**src/rtl/edge_ts_pkg.sv**
```systemverilog
package edge_ts_pkg;
  localparam int TS_W = 32;

  typedef struct packed {
    logic capture;   // a qualifying edge was seen this cycle
    logic rising;    // polarity of that edge
  } edge_strobe_t;
endpackage

```
**src/rtl/edge_ts_ctrl.sv**
```systemverilog
module edge_ts_ctrl
  import edge_ts_pkg::*;
#(
  parameter int SYNC_STAGES = 2
) (
  input  logic         clk,
  input  logic         rstN,
  input  logic         sigIn,
  input  logic [1:0]   edgeMode,
  output edge_strobe_t strobe
);
  logic [SYNC_STAGES-1:0] syncChain;
  logic                   lastLevel;
  logic                   nowLevel;

  assign nowLevel = syncChain[SYNC_STAGES-1];

  always_ff @(posedge clk or negedge rstN) begin
    if (!rstN) begin
      syncChain <= '0;
      lastLevel <= 1'b0;
    end else begin
      syncChain <= {syncChain[SYNC_STAGES-2:0], sigIn};
      lastLevel <= nowLevel;
    end
  end

  logic riseSeen, fallSeen;
  always_comb begin
    riseSeen = nowLevel & ~lastLevel;
    fallSeen = ~nowLevel & lastLevel;
    strobe.capture = (riseSeen & edgeMode[0]) | (fallSeen & edgeMode[1]);
    strobe.rising  = riseSeen;
  end
endmodule

```
**src/rtl/edge_ts_datapath.sv**
```systemverilog
module edge_ts_datapath
  import edge_ts_pkg::*;
#(
  parameter int FIFO_DEPTH = 16,
  parameter int MAX_SPAN   = 16,
  localparam int PTR_W     = $clog2(FIFO_DEPTH),
  localparam int CNT_W     = $clog2(FIFO_DEPTH + 1),
  localparam int SPAN_W    = $clog2(MAX_SPAN + 1)
) (
  input  logic              clk,
  input  logic              rstN,
  input  edge_strobe_t      strobe,
  input  logic [SPAN_W-1:0] spanCount,
  input  logic              ovfClear,
  input  logic              tsReady,
  output logic              tsValid,
  output logic [TS_W-1:0]   tsData,
  output logic              tsRising,
  output logic              overflow,
  output logic              spanValid,
  output logic [TS_W-1:0]   spanCycles
);
  // free-running down-counter
  logic [TS_W-1:0] tick;
  always_ff @(posedge clk or negedge rstN) begin
    if (!rstN) tick <= '0;
    else       tick <= tick - 1'b1;
  end

  // output queue
  logic [TS_W:0]    store [FIFO_DEPTH];
  logic [PTR_W-1:0] wrPtr, rdPtr;
  logic [CNT_W-1:0] fill;
  logic             isFull, doPush, doPop;

  assign isFull  = (fill == CNT_W'(FIFO_DEPTH));
  assign tsValid = (fill != '0);
  assign doPush  = strobe.capture & ~isFull;
  assign doPop   = tsValid & tsReady;
  assign {tsRising, tsData} = store[rdPtr];

  always_ff @(posedge clk) begin
    if (doPush) store[wrPtr] <= {strobe.rising, tick};
  end

  always_ff @(posedge clk or negedge rstN) begin
    if (!rstN) begin
      wrPtr    <= '0;
      rdPtr    <= '0;
      fill     <= '0;
      overflow <= 1'b0;
    end else begin
      if (doPush) wrPtr <= wrPtr + 1'b1;
      if (doPop)  rdPtr <= rdPtr + 1'b1;
      fill <= fill + CNT_W'(doPush) - CNT_W'(doPop);
      if (strobe.capture & isFull) overflow <= 1'b1;
      else if (ovfClear)           overflow <= 1'b0;
    end
  end

  // span unit: history of the last MAX_SPAN captured timestamps
  logic [TS_W-1:0]   history [MAX_SPAN];
  logic [SPAN_W-1:0] seen;
  logic [SPAN_W-1:0] spanEff;

  always_comb begin
    if (spanCount == '0)                       spanEff = SPAN_W'(1);
    else if (spanCount > SPAN_W'(MAX_SPAN))    spanEff = SPAN_W'(MAX_SPAN);
    else                                       spanEff = spanCount;
  end

  always_ff @(posedge clk or negedge rstN) begin
    if (!rstN) history[0] <= '0;
    else if (strobe.capture) history[0] <= tick;
  end

  for (genvar i = 1; i < MAX_SPAN; i++) begin : g_hist
    always_ff @(posedge clk or negedge rstN) begin
      if (!rstN) history[i] <= '0;
      else if (strobe.capture) history[i] <= history[i-1];
    end
  end

  always_ff @(posedge clk or negedge rstN) begin
    if (!rstN) begin
      seen       <= '0;
      spanValid  <= 1'b0;
      spanCycles <= '0;
    end else begin
      spanValid <= 1'b0;
      if (strobe.capture) begin
        if (seen != SPAN_W'(MAX_SPAN)) seen <= seen + 1'b1;
        if (seen >= spanEff) begin
          spanValid  <= 1'b1;
          spanCycles <= history[spanEff - 1'b1] - tick;
        end
      end
    end
  end
endmodule

```
**src/rtl/edge_ts_capture.sv**
```systemverilog
module edge_ts_capture
  import edge_ts_pkg::*;
#(
  parameter int FIFO_DEPTH = 16,
  parameter int MAX_SPAN   = 16
) (
  input  logic        clk,
  input  logic        rstN,
  input  logic        sigIn,
  input  logic [1:0]  edgeMode,
  input  logic [4:0]  spanCount,
  input  logic        ovfClear,
  input  logic        tsReady,
  output logic        tsValid,
  output logic [31:0] tsData,
  output logic        tsRising,
  output logic        overflow,
  output logic        spanValid,
  output logic [31:0] spanCycles
);
  edge_strobe_t strobe;

  edge_ts_ctrl #(.SYNC_STAGES(2)) u_ctrl (
    .clk(clk), .rstN(rstN), .sigIn(sigIn), .edgeMode(edgeMode), .strobe(strobe)
  );

  edge_ts_datapath #(.FIFO_DEPTH(FIFO_DEPTH), .MAX_SPAN(MAX_SPAN)) u_dp (
    .clk(clk), .rstN(rstN), .strobe(strobe), .spanCount(spanCount),
    .ovfClear(ovfClear), .tsReady(tsReady), .tsValid(tsValid), .tsData(tsData),
    .tsRising(tsRising), .overflow(overflow), .spanValid(spanValid),
    .spanCycles(spanCycles)
  );
endmodule

```
**config.mk**
```make
export PLATFORM = sky130hd
export DESIGN_NAME = edge_ts_capture
export DESIGN_NICKNAME = d
export VERILOG_FILES = /design/src/rtl/edge_ts_pkg.sv /design/src/rtl/edge_ts_ctrl.sv /design/src/rtl/edge_ts_datapath.sv /design/src/rtl/edge_ts_capture.sv
export SDC_FILE = /design/constraint.sdc
export NUM_CORES = 2
export LEC_CHECK = 0
export ABC_CLOCK_PERIOD_IN_PS = 4500
export CAP_MARGIN = 15
export CORE_AREA = 2 2 349 351
export CTS_CLUSTER_SIZE = 8
export DETAILED_ROUTE_END_ITERATION = 10
export DIE_AREA = 0 0 351 353
export HOLD_SLACK_MARGIN = 0.02
export PLACE_DENSITY = 0.68
export SYNTH_ARGS = -nofsm -noshare
export SYNTH_HDL_FRONTEND = slang
export SYNTH_SLANG_ARGS = --single-unit
```
**constraint.sdc**
```tcl
create_clock -name clk -period 4.5 [get_ports clk]
set_clock_uncertainty 0.1 [all_clocks]
set_input_delay 0.45 -clock clk [delete_from_list [all_inputs] [get_ports clk]]
set_output_delay 0.45 -clock clk [all_outputs]
set_load 0.1 [all_outputs]
```
==> metrics.yaml <==
outcome:
  status: "completed"
timing:
  setup_tns_ps: 0
  relSlewSlack_pct: 19.8
  fin_crit_sh_pct: 100
  finalCriticalPeriod_ps: 4500
  drv_slew: 0
  hold_viol: 0
  rsz0062_at_grt: "true"
  worst_pin_slew_ps: 1200
  setup_viol: 0
  timing.final.ws_setup_ps: 1.56
  fmax_mhz: 222
setup_path:
  worst-path-buf-inv: 4
  crit_arrival_ps: 5000
  crit_slowest_cell: "mux4_2"
  path_cells: "buf_6, nor3_4, nor2_2, nor2_4, clkinv_4, ha_4, mux4_2, mux4_2, inv_2, ha_4, inv_2, fa_2, a211o_1, a221o_1, a221oi_4, o21ai_4, a221oi_4, nand2b_1, a21oi_2, xor2_1, o21ai_1"
  path_class: "input pin to flip-flop"
  start_kind: "input pin"
  max_stage_delay_ps: 490
  cp-end-kind: "flip-flop"
  worstPathMaxFanout: 6
  required_ps: 5000
  crit_family: "compound AO/OA/AOI/OAI gates"
worst_hold_path:
  min_path_type: "input pin to flip-flop"
clock_network:
  h-tree-depth: 4
  path_clk_slew_ps: 50
  cts.sinks: 1127
  cts_tree: "yes"
  clock-root-buffer: "clkbuf_16"
  clockBufferDepth: 3
  clk_latency_ps: 740
  cts_buffers: 158
synthesis:
  synth.top_cell.area_share_pct: 33.2
  yosysTopAreaCell: "edfxtp_1"
  ys_seq_area_share_pct: 64.5
  synth_cell_type_count: 51
  syn_area_um2: 47800
  synth-edff-count: 528
  synthCells: 3661
  ys_warn_count: 0
  synth.area.top_cells: "edfxtp_1 33%, dfrtp_1 31%, mux4_2 15%"
  synth_nets: 3726
  avgSynthCellArea_um2: 13.1
  async_reset_ff_share_pct: 53.1
  synthFlopType: "dfrtp_1"
  ys_seq_elements: 1127
power_and_ir_drop:
  p_leak_uw: 0.0243
  finalPower_uw: 34500
  p_per_area_nw_per_um2: 613
  ir_drop_v: 0.000671
die:
  die_area_um2: 124000
  num_rows: 128
  io_pins: 80
  core_um2: 121000
  start_util_pct: 39.7
  fp.dieH_um: 353
  fp.dieW_um: 351
placement:
  portBuffers: 79
  placed_area_um2: 51700
  gp_congestion: 0.788
  dpl_worst_slack_ps: -1190
  hpwlAfterDp_um: 64000
grt:
  grt_start_max_net_pins: 220
  grt_util_all_layers_pct: 17.5
  gr-total-overflow: 0
  grt_antenna_before_repair: 1
  grt_pass1_wl_um: 169000
  grt_pass1_vias: 29000
layout:
  syn_to_final_growth_pct: 17.7
  drive_above_1_share_pct: 19.7
  diodes: 0
  fill_cells: 10300
  final_common_cell: "nand2_1"
  nNetsFinal: 3945
  final_util_pct: 46.7
  final_cell_mix: "1537 x nand2_1, 595 x dfrtp_1, 528 x edfxtp_1"
  final_area_um2: 56300
routing:
  firstDrtPassIters: 8
  wl_per_cell_um: 19.4
  postRouteAntennaNets: 0
  top_layer_used: "met4"
  vias: 28500
  drtIter0Drc: 2669
  wl_met2_um: 53300
  viasPerCell: 5.14
  wirelength_um: 107000
  wl_met3_um: 7050
  wl_met1_um: 44900
  drc_errors: 0
job:
  maxCapViolations: 0
==> flip-flops by register name (all words and copies together), names as in the netlist <==
register and count:
u_ctrl.lastLevel 1, u_ctrl.syncChain 2, u_dp.fill 5, u_dp.history 512, u_dp.overflow 1, u_dp.rdPtr 4, u_dp.seen 5, u_dp.spanCycles 32
u_dp.spanValid 1, u_dp.store 528, u_dp.tick 32, u_dp.wrPtr 4
==> routing by layer <==
layer,track usage (%),vias up
met5,0,-
met4,4.92,0
met3,4.03,165
met2,28.8,730
met1,23.3,14500
li1,-,13100
==> logic make-up after synthesis <==
family,synth area share (%)
AOI/OAI and AO/OA,1.91
adders and majority gates,1.42
xor gates and xnor gates,1.32
and+or+nand+nor,13.5
buffers and inverters,2.07
DFF,64.5
muxes,15.3
==> repair_timing <==
item,CTS,global route
buffers inserted,2,3
endpoints found under the setup margin,16,11
gates resized for setup,21,13
hold endpoints to repair,107,0
hold buffers,1,0
gates cloned,1,3
pin swaps,15,15
==> worst paths after layout <==
kind	end	slack [ps]	from	cells past startpoint
max in group asynchronous	u_dp.history[127]$_DFFE_PN0P_	2820	rstN	3
min in group asynchronous	u_dp.history[307]$_DFFE_PN0P_	300	rstN	2
max reg2reg	u_dp.spanCycles[22]$_DFFE_PN0P_	260	u_dp.history[320]$_DFFE_PN0P_	15
min	u_ctrl.syncChain[0]$_DFF_PN0_	80	sigIn	1
min reg2reg	u_ctrl.syncChain[1]$_DFF_PN0_	250	u_ctrl.syncChain[0]$_DFF_PN0_	0
max	u_dp.spanCycles[22]$_DFFE_PN0P_	2	spanCount[1]	21
==> synth_stat cells (9+ instances only) <==
master / instances
dfrtp_1: 599
nor3_1: 17
nand2_1: 1538
edfxtp_1: 528
o21ai_0: 81
a21oi_1: 32
xnor2_1: 57
a21o_1: 11
nor2_1: 43
nand4_1: 9
inv_1: 62
ha_1: 51
mux4_2: 324
nand3_1: 13
clkbuf_1: 167
xor2_1: 15
buf_1: 24
nand2b_1: 9
==> worst register-to-register path, delay by kind of cell (launching register included) <==
family                   cells  cell delay (ps)
adder cells (fa/ha/maj)      2              470
flip-flops                   1              400
multiplexers                 2              950
buffers and inverters        2              130
XOR/XNOR                     1              170
AO/OA/AOI/OAI                7             1790
AND/OR/NAND/NOR              1              110
==> per-stage QoR <==
| step | std cells | hold WS (ps) |
|---|---|---|
| global placement | 5337 | 240 |
| floorplan | 3661 | 54.4 |
| CTS | 5545 | 39.3 |
| global route | 5549 | 60.2 |
| detailed placement | 5337 | 241 |
| finish | 5549 | 79.4 |
==> power by group <==
part	switching (uW)	total (uW)	internal [uW]	leakage (uW)
clock network	4250	10700	6420	0.00213
registers	1570	14000	12400	0.0130
logic	6200	9890	3690	0.00922
total	12000	34500	22500	0.0243
==> cell type report <==
cell class,instances,area [um^2],area share [%]
multi-input combinational,2273,16300,29.0
sequential,1127,30900,54.8
clock inverter,11,258,0.458
timing repair buffer,258,2420,4.30
inverter,62,238,0.422
tap,1625,2030,3.61
clock buffer,193,4150,7.37
Note: power is estimated with default switching activity, not from simulation.
